**src/rtl/brc_pkg.sv**
```systemverilog
package brc_pkg;
  typedef enum logic [1:0] {
    SEL_N = 2'd0,
    SEL_V = 2'd1,
    SEL_C = 2'd2,
    SEL_Z = 2'd3
  } flag_sel_e;

  typedef struct packed {
    logic n;
    logic v;
    logic c;
    logic z;
  } status_t;

  localparam logic [4:0] REL_BRANCH_LOW = 5'b10000;

  function automatic logic is_rel_branch(input logic [7:0] op);
    return op[4:0] == REL_BRANCH_LOW;
  endfunction
endpackage

```
**src/rtl/brc_cond_eval.sv**
```systemverilog
module brc_cond_eval
  import brc_pkg::*;
(
  input  logic [7:0] opcode_i,
  input  status_t    status_i,
  output logic       hit_o
);
  flag_sel_e sel;
  logic      flag;

  assign sel = flag_sel_e'(opcode_i[7:6]);

  always_comb begin
    unique case (sel)
      SEL_N:   flag = status_i.n;
      SEL_V:   flag = status_i.v;
      SEL_C:   flag = status_i.c;
      default: flag = status_i.z;
    endcase
  end

  assign hit_o = is_rel_branch(opcode_i) && (flag == opcode_i[5]);
endmodule

```
**src/rtl/brc_target_calc.sv**
```systemverilog
module brc_target_calc #(
  parameter int PC_W     = 16,
  parameter int DISP_W   = 8,
  parameter int INSN_LEN = 2
) (
  input  logic [PC_W-1:0]   pc_i,
  input  logic [DISP_W-1:0] disp_i,
  output logic [PC_W-1:0]   target_o
);
  localparam int EXT_W = PC_W - DISP_W;

  logic [PC_W-1:0] disp_ext;
  logic [PC_W-1:0] next_pc;

  assign disp_ext = {{EXT_W{disp_i[DISP_W-1]}}, disp_i};
  assign next_pc  = pc_i + PC_W'(INSN_LEN);
  assign target_o = next_pc + disp_ext;
endmodule

```
**src/rtl/brc_flush_fanout.sv**
```systemverilog
module brc_flush_fanout #(
  parameter int N_KILL = 4
) (
  input  logic              redirect_i,
  output logic [N_KILL-1:0] kill_o,
  output logic              flush_o
);
  for (genvar g = 0; g < N_KILL; g++) begin : g_kill
    assign kill_o[g] = redirect_i;
  end
  assign flush_o = redirect_i;
endmodule

```
**src/rtl/branch_resolve.sv**
```systemverilog
module branch_resolve
  import brc_pkg::*;
#(
  parameter int PC_W     = 16,
  parameter int DISP_W   = 8,
  parameter int INSN_LEN = 2,
  parameter int N_KILL   = 4
) (
  input  logic              clk_i,
  input  logic              rst_ni,
  input  logic              valid_i,
  input  logic [7:0]        opcode_i,
  input  logic [3:0]        status_i,
  input  logic [PC_W-1:0]   pc_i,
  input  logic [DISP_W-1:0] disp_i,
  output logic              pc_load_o,
  output logic [PC_W-1:0]   pc_target_o,
  output logic [N_KILL-1:0] kill_o,
  output logic              queue_flush_o
);
  logic            hit;
  logic            accept;
  logic            redirect_q;
  logic [PC_W-1:0] target_d;
  logic [PC_W-1:0] target_q;

  brc_cond_eval u_cond (
    .opcode_i (opcode_i),
    .status_i (status_t'(status_i)),
    .hit_o    (hit)
  );

  brc_target_calc #(
    .PC_W     (PC_W),
    .DISP_W   (DISP_W),
    .INSN_LEN (INSN_LEN)
  ) u_target (
    .pc_i     (pc_i),
    .disp_i   (disp_i),
    .target_o (target_d)
  );

  // ALU-stage occupant during a redirect is younger than the branch: drop it
  assign accept = valid_i && hit && !redirect_q;

  always_ff @(posedge clk_i or negedge rst_ni) begin
    if (!rst_ni) begin
      redirect_q <= 1'b0;
      target_q   <= '0;
    end else begin
      redirect_q <= accept;
      if (accept) target_q <= target_d;
    end
  end

  brc_flush_fanout #(
    .N_KILL (N_KILL)
  ) u_fanout (
    .redirect_i (redirect_q),
    .kill_o     (kill_o),
    .flush_o    (queue_flush_o)
  );

  assign pc_load_o   = redirect_q;
  assign pc_target_o = target_q;
endmodule

```
**config.mk**
```make
export PLATFORM = sky130hd
export DESIGN_NAME = branch_resolve
export DESIGN_NICKNAME = d
export VERILOG_FILES = /design/src/rtl/brc_pkg.sv /design/src/rtl/brc_cond_eval.sv /design/src/rtl/brc_target_calc.sv /design/src/rtl/brc_flush_fanout.sv /design/src/rtl/branch_resolve.sv
export SDC_FILE = /design/constraint.sdc
export NUM_CORES = 1
export LEC_CHECK = 0
export BUFFER_PORTS_ARGS = -buffer_cell sky130_fd_sc_hd__clkbuf_2
export CAP_MARGIN = 0
export CORE_ASPECT_RATIO = 1.75
export CORE_MARGIN = 8
export CORE_UTILIZATION = 40
export DETAILED_ROUTE_END_ITERATION = 8
export GPL_TIMING_DRIVEN = 1
export MAX_ROUTING_LAYER = met4
export PLACE_DENSITY = 0.67
export SYNTH_ARGS = -nofsm -noshare
export SYNTH_HDL_FRONTEND = slang
export SYNTH_SLANG_ARGS = --single-unit
```
**constraint.sdc**
```tcl
create_clock -name clk_i -period 1.9 [get_ports clk_i]
set_input_delay 0.38 -clock clk_i [delete_from_list [all_inputs] [get_ports clk_i]]
set_output_delay 0.38 -clock clk_i [all_outputs]
set_load 0.01 [all_outputs]
```
==> metrics.md, run 1 <==
| Metric | Value |
|---|---|
| Status | `finished with violations` |
| Violated checks | `setup timing` |
| Top-area cell type share of the netlist area | `0.2630` |
| Main flop type after synthesis | `dfrtp_1` |
| Hold Slack | `about 64 ps` |
| Worst path max stage delay | `a little under 400 ps` |
| Syn Nets | `between 200 and 300` |
| Synth cell types | `40` |
| Diodes inserted | `0` |
| Later-pin clock latency in the skew report | `approximately 260 ps` |
| Global Route Usage Sum | `0.1551` |
| Part of the cycle the worst path needs | `1.092` |
| Max Clk Rate | `a little under 0.5 GHz` |
| CTS Root Cell | `clkbuf_8` |
| Initial antenna violation count | `0` |
| Drt first pass iters | `4` |
| Vias in the first global route | `approximately 1.8k` |
| DRC Markers | `0` |
| Final Util | `0.7042` |
| Post-synth top cells | `29 x ha_1, 27 x nand2_1, 17 x dfrtp_1, 14 x o21ai_0, 12 x a21oi_1` |
| CTS buffer count | `3` |
| RSZ-0062 raised after global routing | `yes` |
| DR iter-0 viols | `28` |
| CP arrival | `approximately 2200 ps` |
| Final GP Congestion | `around 0.89` |
| Req. time, crit path | `around 2100 ps` |
| Yosys reg bits | `17` |
| Maxcap violations | `0` |
| Maximum root-to-sink buffer count | `2` |
| Layout cell share with drive strength beyond 1 | `0.5689` |
| Met1 usage | `0.1348` |
| Type of the tightest min-delay check | `input port to asynchronous set/reset pin` |
| Slew headroom | `0.6804` |
| Post-layout min period | `2075 ps` |
| Vias per cell | `between 5 and 6` |
| Clk slew on worst S/H paths | `about 70 ps` |
| Site Rows | `30` |
| Register area | `around 430 µm²` |
| Top cell type by total area after synthesis | `dfrtp_1` |
| LEAKAGE | `approximately 1.3 nW` |
| Crit. End Element | `register` |
| Post-Route WL | `between 5 and 6 mm` |
| Fill cells | `slightly above 300` |
| Number of I/O pins | `roughly 60` |
| Vias | `approximately 1.7k` |
| Slew @ Worst Pin | `between 400 and 500 ps` |
| Layout Nets | `353` |
| Simple-gate share of the synthesized area | `0.1562` |
| Synth area leaders | `dfrtp_1 26%, ha_1 22%, nand2_1 6.3%` |
| Area of the die | `approximately 6400 µm²` |
| Synth Area in Compound Gates | `0.2096` |
| Peak VDD IR | `0.5977 mV` |
| Most frequent cell after synthesis | `ha_1` |
| Dpl ws | `-557.7 ps` |
| Clk_skew | `~2.2 ps` |
| Final setup violation count | `6` |
| Global routing usage on met2 | `0.3225` |
| Crit path max fanout | `3` |
| Largest family of logic cells by synthesized area | `adder cells` |
| Syn_area_per_cell | `about 8.8 µm²` |
| Kind of critical path | `input port to register` |
| Die height | `about 100 µm` |
| CP startpoint kind | `input port` |
| Max-slew violation count | `0` |
| CP Cell Sequence | `buf_8, inv_8, ha_4, inv_2, ha_4, fa_2, a21oi_2, nand4b_1, a21oi_2, o31a_1, o31ai_2` |
| Post-Synth Adder-Cell Area | `0.2367` |
| CTS tree | `built` |
| PnR worst setup slack | `-174.8 ps` |
| H-tree levels | `1` |
| Met3 GRT Util | `0.02567` |
| Grt ovf | `0` |
| Post-Synthesis Cells | `~180` |
| # port buffers | `60` |
| Asr flop ratio synth | `1.000` |
| PwrDens | `roughly 630 nW/µm²` |
| Slowest-stage cell, CP | `fa_2` |
| Post-Syn Area | `between 1500 and 2000 µm²` |
| Global-route wire length before repair | `between 7 and 8 mm` |
| GR peak layer | `met2` |
| Routed Antenna Nets | `0` |
| Number of synthesized flops with an enable pin | `0` |
| Hold Vio Cnt, Final | `0` |
| Synth warn | `0` |
| Total Power | `around 0.0017 W` |
| Largest net degree at the start of global routing | `18` |
| Final HPWL DP | `~4.0 mm` |
| Multi-input gate area | `between 1000 and 1500 µm²` |
| Post-synthesis xor/xnor area fraction | `0.05414` |
| Initial core utilization | `0.4184` |
| P&R area growth vs syn | `68.29%` |
| Sequential cell area fraction in the yosys report | `0.2630` |
| Clock sinks | `17` |
| Post-synthesis mux area share | `0.01392` |
| Die width | `~64 µm` |
| Hold_buf cts | `0` |
| Drt wl/cell | `15.56 µm` |
| Core Region | `just under 4000 µm²` |
## per-stage QoR
step | cell area (µm²) | cells | TNS [ps]
4_1_cts | 2609 | 326 | -405.1
2_1_floorplan | 1729 | 183 | -1039
3_3_place_gp | 2283 | 318 | -3864
6_report | 2723 | 331 | -640.6
3_5_place_dp | 2283 | 318 | -4082
5_1_grt | 2723 | 331 | -1199
## worst max-delay path, delay by kind of cell
| kind | cells | cell delay, ps |
|---|---|---|
| buffers and inverters | 3 | 140 |
| adder cells (fa/ha/maj) | 3 | 780 |
| AND/OR/NAND/NOR | 1 | 180 |
| AO/OA/AOI/OAI | 4 | 750 |
## placed cells by master (no fill, tap or decap), types with 6 or more instances in the layout
master     n
o21ai_1    7
nand2_1   27
ha_4      18
dfrtp_1   17
xor2_1     6
clkbuf_2  57
a21o_1     6
buf_4     45
nor2_1     8
ha_1      10
a21oi_1    8
## metal layers
metal,vias to the layer above,share of wire
met5,-,0
met4,0,0.030
met3,14,0.038
met2,40,0.59
met1,797,0.34
li1,860,-
## power breakdown
group	internal, W	switching, W
sequential	0.000437	0.0000417
combinational	0.000496	0.000451
clock	0.000146	0.000141
total	0.00108	0.000634
## sequential cells by signal (all words and copies together), names as in the netlist
register     count
pc_load_o        1
pc_target_o     16
## area by class of cell
class,count,share of cell area
clock inverters,1,0.001838
well taps,48,0.02206
flip-flops and latches,17,0.1563
clock buffers,3,0.01517
multi-input cells,147,0.5326
inverters,7,0.01425
repair buffers,108,0.2578
## repair_timing
action,in CTS,in global routing
endpoints found under the setup margin,9,10
setup buffers,4,6
cloned,0,0
resized for setup,32,19
pin swaps,21,18
## kinds of logic after synthesis
| kind of cell | Yosys count |
|---|---|
| and+or+nand+nor | 55 |
| AOI/OAI and AO/OA | 51 |
| adders and majority gates | 30 |
| buffers and inverters | 19 |
| DFF | 17 |
| xor gates and xnor gates | 10 |
| muxes | 1 |
## path summary, 6_finish.rpt
check | start | end | slack, ps | depth (start not counted)
max reg2reg | pc_load_o | pc_target_o[10] | 280 | 5
min reg2reg | pc_target_o[0] | pc_target_o[0] | 480 | 2
max | pc_i[1] | pc_target_o[13] | -170 | 11
min | rst_ni | pc_target_o[10] | 60 | 1
min in group clk_i | disp_i[0] | pc_target_o[0] | 430 | 4
max in group asynchronous | rst_ni | pc_target_o[2] | 1510 | 1
Note: power is estimated with default switching activity, not from simulation.
==> run 2, diff against run 1 <==
--- a/config.mk
+++ b/config.mk
@@ -5,7 +5,7 @@
 export SDC_FILE = /design/constraint.sdc
 export NUM_CORES = 1
 export LEC_CHECK = 0
-export BUFFER_PORTS_ARGS = -buffer_cell sky130_fd_sc_hd__clkbuf_2
+export BUFFER_PORTS_ARGS = -buffer_cell sky130_fd_sc_hd__buf_2
 export CAP_MARGIN = 0
 export CORE_ASPECT_RATIO = 1.75
 export CORE_MARGIN = 8
==> metrics.md, run 2 (synthesis results as in run 1) <==
| Metric | Value |
|---|---|
| DRC Markers | `0` |
| Final GP Congestion | `0.8870` |
| Global Route Usage Sum | `0.1552` |
| Register-to-register setup slack | `between 300 and 400 ps` |
| DR iter-0 viols | `18` |
| Max Clk Rate | `around 0.50 GHz` |
| Slew headroom | `0.7174` |
| Clk_skew | `between 7 and 8 ps` |
| Violated checks | `setup timing` |
| Leading cell types in the layout, fill and taps excluded | `57 x buf_2, 44 x buf_4, 27 x nand2_1, 18 x ha_4, 17 x dfrtp_1` |
| Diodes inserted | `0` |
| Type of the tightest min-delay check | `input port to asynchronous set/reset pin` |
| Int Power | `roughly 0.0011 W` |
| Global-route wire length before repair | `~8 mm` |
| Post-Route WL | `~4.9 mm` |
| Core Region | `a little under 4000 µm²` |
| Grt ovf | `0` |
| Crit. End Element | `register` |
| CP arrival | `2150 ps` |
| Sw Share | `0.3603` |
| Site Rows | `30` |
| Kind of critical path | `input port to register` |
| Fill cells | `314` |
| Final setup violation count | `4` |
| Part of the cycle the worst path needs | `1.048` |
| Max-slew violation count | `0` |
| CP startpoint kind | `input port` |
| Largest net degree at the start of global routing | `18` |
| CTS buffer count | `3` |
| PnR worst setup slack | `-90.69 ps` |
| Final Util | `0.6974` |
| CTS tree | `built` |
| Die width | `around 64 µm` |
| R2r worst-path depth | `5` |
| Final HPWL DP | `between 3 and 4 mm` |
| Sequential power share | `0.286` |
| Maxcap violations | `0` |
| Maximum root-to-sink buffer count | `2` |
| Req. time, crit path | `roughly 2000 ps` |
| Status | `finished with violations` |
| # port buffers | `60` |
| Initial core utilization | `0.4184` |
| Total Power | `0.001657 W` |
| Initial antenna violation count | `0` |
| Clk slew on worst S/H paths | `70 ps` |
| CTS Root Cell | `clkbuf_8` |
| NetSw | `0.0005970 W` |
| Worst r2r dst | `pc_target_o[10]` |
| Die height | `100.1 µm` |
| Post-layout min period | `between 1500 and 2000 ps` |
| RSZ-0062 raised after global routing | `yes` |
| Number of I/O pins | `a little over 60` |
| Hold_buf cts | `0` |
| Vias per cell | `between 5 and 6` |
| Crit path max fanout | `3` |
| PwrDens | `614.6 nW/µm²` |
| Routed Antenna Nets | `0` |
| Clock sinks | `17` |
| Area of the die | `~6400 µm²` |
| LEAKAGE | `~1.3 nW` |
| Vias in the first global route | `around 1.9k` |
| H-tree levels | `1` |
| Hold Vio Cnt, Final | `0` |
| Layout Nets | `between 300 and 400` |
| FF-to-FF Start | `pc_load_o` |
| Drt wl/cell | `approximately 15 µm` |
| Slew @ Worst Pin | `423.9 ps` |
| Drt first pass iters | `4` |
| Peak VDD IR | `roughly 0.4 mV` |
| Combinational power share | `0.547` |
| Later-pin clock latency in the skew report | `approximately 250 ps` |
| P&R area growth vs syn | `66.67%` |
| Commonest non-fill, non-tap cell in the layout | `buf_2` |
| Clock Power Share | `0.167` |
| Layout cell share with drive strength beyond 1 | `0.5532` |
| Largest register FFs | `16` |
| Vias | `about 1.7k` |
## run 2: changes by cell type in the layout (fill, tap and decap cells not counted), sizes merged
| cell | delta |
|---|---|
| buf | +56 |
| clkbuf | -56 |
| clkinv | -1 |
## run 2: what timing repair did
item | CTS | global route
setup endpoints to repair | 9 | 11
gates resized for setup | 35 | 18
pin swaps | 23 | 21
buffers inserted | 5 | 6
## run 2: area by class of cell
cell class | instances | area, µm² | share of cell area
clock buffer | 4 | 45.04 | 0.01671
inverter | 7 | 41.29 | 0.01531
tap | 48 | 60.06 | 0.02227
multi-input combinational | 147 | 1430 | 0.5304
sequential | 17 | 425.4 | 0.1578
timing repair buffer | 107 | 694.4 | 0.2575
## run 2: how the worst max path moves through the flow
| stage | slack [ps] | end | from |
|---|---|---|---|
| final | -90 | pc_target_o[13] | pc_i[1] |
| after detailed placement | -510 | pc_target_o[15] | disp_i[7] |
| after CTS | -110 | pc_target_o[13] | pc_i[1] |
| after floorplan | -250 | pc_target_o[15] | pc_i[1] |
| after global routing | -230 | pc_target_o[13] | pc_i[1] |
| after global placement | -470 | pc_target_o[15] | disp_i[7] |
## run 2: routing by layer
layer / share of wire / GRT usage / wire length (µm) / vias to the layer above
li1: - / - / - / 861
met1: 0.35 / 0.1385 / 1698 / 801
met2: 0.61 / 0.3116 / 2939 / 33
met3: 0.026 / 0.02567 / 128 / 10
met4: 0.019 / 0.05181 / 90 / 0
met5: 0 / - / 0 / -
## run 2: stage by stage
step                      setup slack [ps]  area, µm²  hold slack [ps]  std cells  TNS, ps
final                               -90.69       2696            54.34        330   -238.2
after global routing                -228.5       2696            76.92        330   -819.3
after global placement              -465.9       2291            334.5        319    -3819
after floorplan                     -247.6       1729            84.41        183    -1039
after detailed placement            -506.1       2291            341.9        319    -4132
after CTS                           -114.9       2572            63.91        328   -447.5
## run 2: power groups by stage
stage	Sequential, W	Combinational (W)	Clock (W)
after floorplan	0.000518	0.000392	0
after global placement	0.000479	0.000734	0
after detailed placement	0.000481	0.000747	0
after CTS	0.000475	0.000846	0.000285
after global routing	0.000485	0.00100	0.000298
final	0.000474	0.000907	0.000277
## run 2: critical path, stage by stage
cell and delay (ps):
buf_8 80, inv_8 30, ha_4 250, inv_4 30, ha_4 150, fa_2 350, a21oi_2 140, nand4b_1 180
a21oi_2 90, o31a_1 240, o31ai_1 230
==> run 3, diff against run 2 <==
--- a/config.mk
+++ b/config.mk
@@ -14,6 +14,7 @@
 export GPL_TIMING_DRIVEN = 1
 export MAX_ROUTING_LAYER = met4
 export PLACE_DENSITY = 0.67
+export SKIP_CTS_REPAIR_TIMING = 1
 export SYNTH_ARGS = -nofsm -noshare
 export SYNTH_HDL_FRONTEND = slang
 export SYNTH_SLANG_ARGS = --single-unit
==> metrics.md, run 3 (synthesis results as in run 1) <==
| Metric | Value |
|---|---|
| Status | `finished with violations` |
| Violated checks | `setup timing` |
| Final setup violation count | `7` |
| Routed Antenna Nets | `0` |
| Peak VDD IR | `around 0.38 mV` |
| Worst path max stage delay | `~360 ps` |
| Maximum root-to-sink buffer count | `2` |
| Vias per cell | `between 5 and 6` |
| Drt first pass iters | `4` |
| Vias in the first global route | `roughly 1.8k` |
| Commonest non-fill, non-tap cell in the layout | `buf_2` |
| Area of the die | `~6400 µm²` |
| PwrDens | `622.5 nW/µm²` |
| Crit path max fanout | `3` |
| Layout Nets | `about 350` |
| Diodes inserted | `0` |
| Drt wl/cell | `14.66 µm` |
| LEAKAGE | `between 1 and 1.5 nW` |
| Worst r2r dst | `pc_target_o[10]` |
| Clk_skew | `between 4 and 5 ps` |
| Final HPWL DP | `3.918 mm` |
| Number of I/O pins | `61` |
| Initial core utilization | `0.4184` |
| Final Util | `0.6608` |
| DRC Markers | `0` |
| CTS buffer count | `3` |
| Part of the cycle the worst path needs | `1.078` |
| Met3 routed WL | `165 µm` |
| Later-pin clock latency in the skew report | `roughly 250 ps` |
| Clk slew on worst S/H paths | `70 ps` |
| Largest net degree at the start of global routing | `18` |
| Post-Route WL | `between 4 and 5 mm` |
| Initial antenna violation count | `0` |
| R2r worst-path depth | `5` |
| H-tree levels | `1` |
| Met1 WL | `around 1.6 mm` |
| Slowest-stage cell, CP | `fa_2` |
| Global-route wire length before repair | `~7.4 mm` |
| P&R area growth vs syn | `57.93%` |
| Leading cell types in the layout, fill and taps excluded | `57 x buf_2, 40 x buf_4, 26 x nand2_1, 17 x dfrtp_1, 16 x ha_1` |
| Req. time, crit path | `roughly 2100 ps` |
| Global Route Usage Sum | `0.1431` |
| Crit path max-delay family | `adder cells` |
| Post-layout min period | `2048 ps` |
| Layout cell share with drive strength beyond 1 | `0.5271` |
| Vias | `roughly 1.7k` |
| Grt ovf | `0` |
| PnR worst setup slack | `-147.7 ps` |
| Max Clk Rate | `0.4883 GHz` |
| Type of the tightest min-delay check | `input port to asynchronous set/reset pin` |
| Maxcap violations | `0` |
| CTS Root Cell | `clkbuf_8` |
| Hold Vio Cnt, Final | `0` |
| CTS tree | `built` |
| Slew headroom | `0.7233` |
| Crit. End Element | `register` |
| CP arrival | `approximately 2200 ps` |
| Max-slew violation count | `0` |
| CP startpoint kind | `input port` |
| # port buffers | `60` |
| Kind of critical path | `input port to register` |
| Top Metal Used | `met4` |
| FF-to-FF Start | `pc_load_o` |
| Total Power | `0.001590 W` |
| Clock sinks | `17` |
| Die height | `~100 µm` |
| CP Cell Sequence | `buf_8, inv_8, ha_4, inv_4, ha_4, fa_2, a21oi_2, nand4b_1, a21oi_2, o31a_1, o31ai_1` |
| Met2 wire length | `~2.9 mm` |
| Final GP Congestion | `a little under 0.9` |
| Slew @ Worst Pin | `around 410 ps` |
| Largest register FFs | `16` |
| RSZ-0062 raised after global routing | `yes` |
| DR iter-0 viols | `18` |
| Dpl ws | `-506.1 ps` |
| Bufs and invs on worst path | `3` |
| Site Rows | `30` |
| Die width | `approximately 64 µm` |
| Register-to-register setup slack | `roughly 330 ps` |
| Core Region | `roughly 3900 µm²` |
run 3: changes by cell type in the layout (fill, tap and decap cells not counted), sizes merged:
cell,change
buf,-5
run 3: worst reg2reg max path: stages, from the launching register on:
cell and delay [ps]:
dfrtp_1 420, nor2_1 110, nand4_1 120, or2_1 320, buf_4 190, o41ai_2 310
run 3: stage by stage:
step	std cells	setup TNS [ps]	instance area, µm²	hold WS, ps
floorplan	183	-1039	1729	84.41
global placement	319	-3819	2291	334.5
finish	325	-594.6	2555	58.52
global route	325	-1107	2555	76.68
CTS	323	-1352	2336	63.91
detailed placement	319	-4132	2291	341.9
run 3: layout make-up:
| type | count | area, µm² |
|---|---|---|
| clock buffers | 4 | 45.04 |
| repair buffers | 102 | 649.4 |
| inverters | 7 | 41.29 |
| flip-flops and latches | 17 | 425.4 |
| fillers | 350 | 1311 |
| well taps | 48 | 60.06 |
| multi-input cells | 147 | 1334 |
run 3: worst max path at each step:
stage / start / end / slack (ps) / depth (start not counted)
floorplan: pc_i[1] / pc_target_o[15] / -250 / 10
global placement: disp_i[7] / pc_target_o[15] / -470 / 8
detailed placement: disp_i[7] / pc_target_o[15] / -510 / 8
CTS: pc_i[1] / pc_target_o[13] / -240 / 11
global route: pc_i[1] / pc_target_o[13] / -220 / 11
finish: pc_i[1] / pc_target_o[13] / -150 / 11
run 3: layer usage:
layer / vias to the layer above / track usage
met2: 41 / 0.2859
li1: 850 / -
met5: - / -
met1: 800 / 0.1266
met4: 0 / 0.04836
met3: 11 / 0.02679
run 3: where the power goes:
part	internal, W	total (W)	switching, W
sequential	0.000437	0.000474	0.0000371
combinational	0.000426	0.000845	0.000418
clock	0.000149	0.000272	0.000123
total	0.00101	0.00159	0.000579
